===== config.mk =====
export PLATFORM = sky130hd
export DESIGN_NAME = prbs_test_gen
export DESIGN_NICKNAME = d
export VERILOG_FILES = /design/src/rtl/prbs_test_gen.sv
export SDC_FILE = /design/constraint.sdc
export NUM_CORES = 1
export LEC_CHECK = 0
export ABC_AREA = 1
export BUFFER_PORTS_ARGS = -buffer_cell sky130_fd_sc_hd__buf_2
export CORE_MARGIN = 10
export CORE_UTILIZATION = 58
export DETAILED_ROUTE_END_ITERATION = 6
export PLACE_DENSITY = 0.78
export SKIP_LAST_GASP = 1
export SYNTH_ARGS = -nofsm -noshare
export SYNTH_HDL_FRONTEND = slang
export SYNTH_SLANG_ARGS = --single-unit

===== constraint.sdc =====
create_clock -name clk -period 2.4 [get_ports clk]
set_input_delay 0.48 -clock clk [delete_from_list [all_inputs] [get_ports clk]]
set_output_delay 0.48 -clock clk [all_outputs]
set_load 0.02 [all_outputs]

===== src/rtl/prbs_test_gen.sv =====
module prbs_test_gen #(
  parameter int ZRUN = 14
) (
  input  logic       clk,
  input  logic       rst_n,
  input  logic       bit_en,
  input  logic       frame_pos,
  input  logic [1:0] pat_sel,
  input  logic       zcs_en,
  input  logic       framed_en,
  input  logic       start,
  input  logic       err_inj,
  output logic       pat_bit,
  output logic       ovr
);
  localparam int W  = 23;
  localparam int ZW = $clog2(ZRUN + 1) + 1;

  logic [W-1:0]  lfsr, cur;
  logic [ZW-1:0] zcnt, zc_cur;
  logic          start_q, pend, reload, step, fb, zforce, gbit, flip;
  logic [1:0]    sel_q;

  assign reload = (start & ~start_q) | (pat_sel != sel_q);
  assign cur    = reload ? '1 : lfsr;
  assign zc_cur = reload ? '0 : zcnt;

  always_comb begin
    case (pat_sel)
      2'd0:    fb = cur[10] ^ cur[8];
      2'd1:    fb = cur[14] ^ cur[13];
      2'd2:    fb = cur[19] ^ cur[16];
      default: fb = cur[22] ^ cur[17];
    endcase
  end

  assign zforce  = zcs_en & (zc_cur == ZW'(ZRUN));
  assign gbit    = fb | zforce;
  assign flip    = err_inj | pend;
  assign ovr     = start & ~(framed_en & frame_pos);
  assign step    = ovr & bit_en;
  assign pat_bit = ovr & (gbit ^ flip);

  always_ff @(posedge clk or negedge rst_n) begin
    if (!rst_n) begin
      lfsr    <= '1;
      zcnt    <= '0;
      pend    <= 1'b0;
      start_q <= 1'b0;
      sel_q   <= 2'd0;
    end else begin
      start_q <= start;
      sel_q   <= pat_sel;
      if (step) begin
        lfsr <= {cur[W-2:0], fb};
        if (gbit)                        zcnt <= '0;
        else if (zc_cur == ZW'(ZRUN))    zcnt <= zc_cur;
        else                             zcnt <= zc_cur + 1'b1;
      end else if (reload) begin
        lfsr <= '1;
        zcnt <= '0;
      end
      if (step)         pend <= 1'b0;
      else if (err_inj) pend <= 1'b1;
    end
  end
endmodule



Yosys cells after proc, flatten, opt, wreduce, memory -nomap -nowiden

Index checks and enable logic that the tools add are counted.

Register bits: 32
Bits of input ports: 10
Output and inout port bits: 2

Add/sub/neg operators: 1
Eq/ne operators: 4
Muxes and demuxes: 9
Bitwise gates (word level): 16
Reduce and logical (&&, ||, !) cells: 2

Operator list:

| cell                | count |
|---|---|
| $mux 23             | 2 |
| $mux 5              | 4 |
| $and 1x1->1         | 6 |
| $add 5x1->5 const B | 1 |
| $eq 5x4->1 const B  | 1 |
| $xor 1x1->1         | 5 |
| $or 1x1->1          | 3 |
| $pmux 1 s3          | 1 |
| $eq 2x1->1 const B  | 1 |
| $eq 2x2->1 const B  | 1 |
| $logic_not 2->1     | 1 |
| $mux 1              | 2 |
| $ne 2x2->1          | 1 |
| $not 1->1           | 2 |
| $reduce_bool 2->1   | 1 |

Logic depth before layout (Yosys ltp)

Depth in word-level cells: 9
Mapped depth: 14
Depth with buffers taken out: 14

Least setup slack after synthesis

No wires, ideal clock.

Path kind: input port to output port
Start point: input pat_sel[1]
End point: output pat_bit
Arrival: 1.870 ns
Data required time: 1.920 ns
Path slack: 0.050 ns
Stages: 13
Path buffers: 0
Cells stage by stage: inv_2 -> nand2_2 -> nand2_2 -> nor2_4 -> nand2_2 -> nor2_1 -> ha_1 -> nand2_1 -> nor2_4 -> nand2_2 -> nand3_1 -> nand2_1 -> nor2_1

Word-level cells in the longest chain between the ends: 8
Elaborated cells between the ends (all ways): 17

RTL lines:

| element                                          | RTL line | source |
|---|---|---|
| start: declaration                               | 8        | `input logic [1:0] pat_sel,` |
| $ne 2x2->1                                       | 24       | `assign reload = (start & ~start_q) \| (pat_sel != sel_q);` |
| $or 1x1->1                                       | 24       |  |
| $mux 5 / $mux 23 (equally long branches)         | n/a      |  |
| $eq 5x4->1, or another cell as far along         | 37       | `assign zforce = zcs_en & (zc_cur == ZW'(ZRUN));` |
| $and 1x1->1 / $pmux 1 s3 (equally long branches) | 37, 29   |  |
| $or 1x1->1 *                                     | 38       | `assign gbit = fb \| zforce;` |
| $xor 1x1->1 *                                    | 42       | `assign pat_bit = ovr & (gbit ^ flip);` |
| $and 1x1->1 *                                    | 42       |  |
| end: declaration                                 | 13       | `output logic pat_bit,` |

Mark *: on every way between the ends. The rest lies on a longest branch, timed or not.

Worst setup path after layout

Start point: register sel_q[1]
End point: output pat_bit

Word-level cells in the longest chain between the ends: 8
Elaborated cells between the ends (all ways): 14

RTL lines:

| element                                          | RTL line | source |
|---|---|---|
| start: declaration                               | 22       | `logic [1:0] sel_q;` |
| start signal: assignment                         | 53       | `sel_q <= pat_sel;` |
| $ne 2x2->1 *                                     | 24       |  |
| $or 1x1->1 *                                     | 24       |  |
| $mux 5 / $mux 23 (equally long branches)         | n/a      |  |
| $eq 5x4->1, or another cell as far along         | 37       |  |
| $and 1x1->1 / $pmux 1 s3 (equally long branches) | 37, 29   |  |
| $or 1x1->1 *                                     | 38       |  |
| $xor 1x1->1 *                                    | 42       |  |
| $and 1x1->1 *                                    | 42       |  |

Marks and branches as above.

==> results.sh <==
export IMPL_clock_sinks=32
export IMPL_ant_nets=0
export IMPL_worst_slack_ns=-0.0410
export IMPL_antenna_cells=0
export IMPL_clk_path_buf_depth=2
export IMPL_worstMarginPinSlew_ns=0.676
export IMPL_powerDensity_nw_per_um2=612
export IMPL_slew_headroom_pct=54.9
export IMPL_cpPeakStageDelay_ns=0.38
export IMPL_ioPinCount=12
export IMPL_whs_ns=0.163
export IMPL_skew_ns=0.0217
export IMPL_cts_made_buffers=5
export IMPL_die_x_um=73.0
export IMPL_p_clk_share_pct=31.5
export IMPL_grtUsageTotal_pct=13.6
export IMPL_syn_inst=198
export IMPL_startpoint_type="flop"
export IMPL_fill_cells=236
export IMPL_critPathCaptureType="output port"
export IMPL_holdBufCountCts=0
export IMPL_cpMostUsedCell="nand2_2"
export IMPL_num_vias=1363
export IMPL_cap_viol_max_count=0
export IMPL_timing_fmax_mhz=410
export IMPL_swShare_pct=26.8
export IMPL_crit_start="sel_q[1]"
export IMPL_rows=19
export IMPL_gp_congestion=0.879
export IMPL_grt_first_pass_wirelength_um=5780
export IMPL_dr_pass1_iters=4
export IMPL_wirelength_um=3380
export IMPL_clkTransAtPathRegs_ns=0.11
export IMPL_worstReg2RegEnd="zcnt[4]"
export IMPL_slew_violations=0
export IMPL_final_util_pct=67.5
export IMPL_p_leak_nw=0.818
export IMPL_syn_area_per_cell_um2=8.23
export IMPL_final_net_count=227
export IMPL_cp_depth=14
export IMPL_cts_tree="done"
export IMPL_worstReg2RegStart="sel_q[1]"
export IMPL_area_growth_pct=12.4
export IMPL_cts_root_buf="clkbuf_4"
export IMPL_ff2ff_path_depth=13
export IMPL_io_buffers=11
export IMPL_synth_cell_area_um2=1630
export IMPL_rsz0062_at_grt="true"
export IMPL_antenna_found_initial=0
export IMPL_power_frac_comb_pct=13.7
export IMPL_min_period_over_period_pct=102
export IMPL_avgViaCountPerCell=5.52
export IMPL_ys_warnings_count=0
export IMPL_dp_slack_ns=0.0425
export IMPL_crit_buf_inv=2
export IMPL_cp_max_fo=4
export IMPL_critPathKind="flop to output port"
export IMPL_arrival_ns=1.96
export IMPL_fin_crit_ns=2.44
export IMPL_dpl_hpwl_um=2280
export IMPL_p_int_uw=820
export IMPL_drc=0
export IMPL_h_tree_depth=2
export IMPL_worstSetupEndpoint="pat_bit"
export IMPL_fin_area_um2=1830
export IMPL_setup_violations=1
export IMPL_required_ns=1.92
export IMPL_drtIter0Drc=150
export IMPL_clk_latency_ns=0.34
export IMPL_drive_above_1_share_pct=30.1
export IMPL_postPlaceCellArea_um2=1740
export IMPL_layout_commonest_cell="nand2_1"
export IMPL_grt_max_degree=45
export IMPL_core_um2=2710
export IMPL_failed_checks="setup timing"
export IMPL_grt_ovfl_total=0
export IMPL_final_cell_mix="nand2_1 (50), o21ai_0 (44), dfstp_2 (23)"
export IMPL_grt_pass1_vias=1289
export IMPL_slowest_stage="dfrtp_1"
export IMPL_p_seq_share_pct=54.8
export IMPL_syn_nets=210
export IMPL_status="complete, but fails checks"
export IMPL_synth_seq_cells=32
export IMPL_start_util_pct=60.1
export IMPL_seq_area_frac_synth_pct=50.9
export IMPL_chipHeight_um=73.0
export IMPL_yosysUniqueCellTypes=22
export IMPL_p_switching_uw=301
export IMPL_hp_class="input port to asynchronous set/reset pin"
export IMPL_hold_violations=0
export IMPL_path_cells="inv_1 > nand2_2 > nand2_2 > nor2_4 > nand2_2 > nor2_4 > ha_1 > nand2_1 > nor2_4 > nand2_2 > nand3_1 > nand2_1 > nor2_1 > buf_4"
export IMPL_r2r_slack_ns=0.72
export IMPL_fp_dieArea_um2=5330
export IMPL_cp_top_family="simple AND/OR/NAND/NOR gates"
export IMPL_irDropWorstVdd_mv=0.518
export IMPL_wl_per_cell_um=13.7
final cells by class:
class	instances	area, um^2	share of cell area, %
inverter	18	67.6	3.69
clock buffer	8	68.8	3.76
multi-input combinational	139	708	38.7
sequential	32	830	45.3
tap	31	38.8	2.12
timing repair buffer	19	118	6.43
worst register-to-register path, delay by kind of cell, from the launching register on:
family | cells | cell delay (ns)
flops | 1 | 0.38
fa+ha+maj | 1 | 0.17
compound gates | 2 | 0.21
simple gates | 7 | 0.54
buf+inv | 3 | 0.26
registers in the layout (all words and copies together) (netlist names):
signal and count:
lfsr 23, zcnt 5, sel_q 2, pend 1
start_q 1
cells by family after synthesis:
| logic type | count (synthesis) | share of synthesized area, % |
|---|---|---|
| and+or+nand+nor | 80 | 22.6 |
| AOI/OAI and AO/OA | 53 | 16.6 |
| DFF | 32 | 50.9 |
| buffers and inverters | 27 | 6.22 |
| xor gates and xnor gates | 4 | 2.15 |
| adders and majority gates | 2 | 1.54 |
worst min path at each step:
| stage | startpoint | to | slack [ns] | cells past startpoint |
|---|---|---|---|---|
| detailed placement | lfsr[21] | lfsr[22] | 0.48 | 2 |
| global route | rst_n | pend | 0.20 | 1 |
| floorplan | rst_n | pend | 0.18 | 0 |
| CTS | rst_n | zcnt[2] | 0.18 | 1 |
| global placement | lfsr[21] | lfsr[22] | 0.48 | 2 |
| finish | rst_n | pend | 0.16 | 1 |
Yosys cell counts:
library cell  instances  area [um^2]
nand2_1              51          191
o21ai_0              44          220
dfstp_2              23          604
inv_1                15         56.3
dfrtp_1               9          225
nor2_1                9         33.8
nand3_1               8         40.0
clkbuf_1              7         26.3
nand2_2               4         25.0
o21ai_1               4         20.0
xnor2_1               4         35.0
a21oi_1               3         15.0
inv_2                 3         11.3
nor2_2                3         18.8
buf_1                 2         7.51
ha_1                  2         25.0
nor2_4                2         22.5
nand3_2               1         10.0
nand4_4               1         21.3
nor3_1                1         5.00
o211ai_1              1         7.51
o21bai_1              1         7.51
what timing repair did:
action	CTS	global route
pin swaps	0	1
setup buffers	0	1
setup endpoints to repair	1	1
resized for setup	2	2
through the flow:
step | total power [mW] | setup TNS (ns) | instances
after floorplan | 0.716 | 0 | 198
after global placement | 0.764 | 0 | 238
after detailed placement | 0.772 | 0 | 238
after CTS | 1.13 | -0.0390 | 246
after global routing | 1.18 | -0.172 | 247
final | 1.12 | -0.0410 | 247
layer usage:
metal | track usage (%) | wire length, um | vias up
met5 | 0 | 0 | -
met4 | 6.54 | 70 | 0
met3 | 4.76 | 247 | 8
met2 | 21.7 | 1680 | 38
met1 | 15.9 | 1380 | 643
li1 | - | - | 674
power by group through the flow:
stage | registers (mW) | logic (mW) | clock network, mW
after detailed placement | 0.623 | 0.149 | 0
after CTS | 0.615 | 0.151 | 0.361
after global routing | 0.619 | 0.176 | 0.383
after global placement | 0.621 | 0.143 | 0
final | 0.614 | 0.153 | 0.353
after floorplan | 0.617 | 0.0990 | 0
Power figures use the tool's default switching activity.
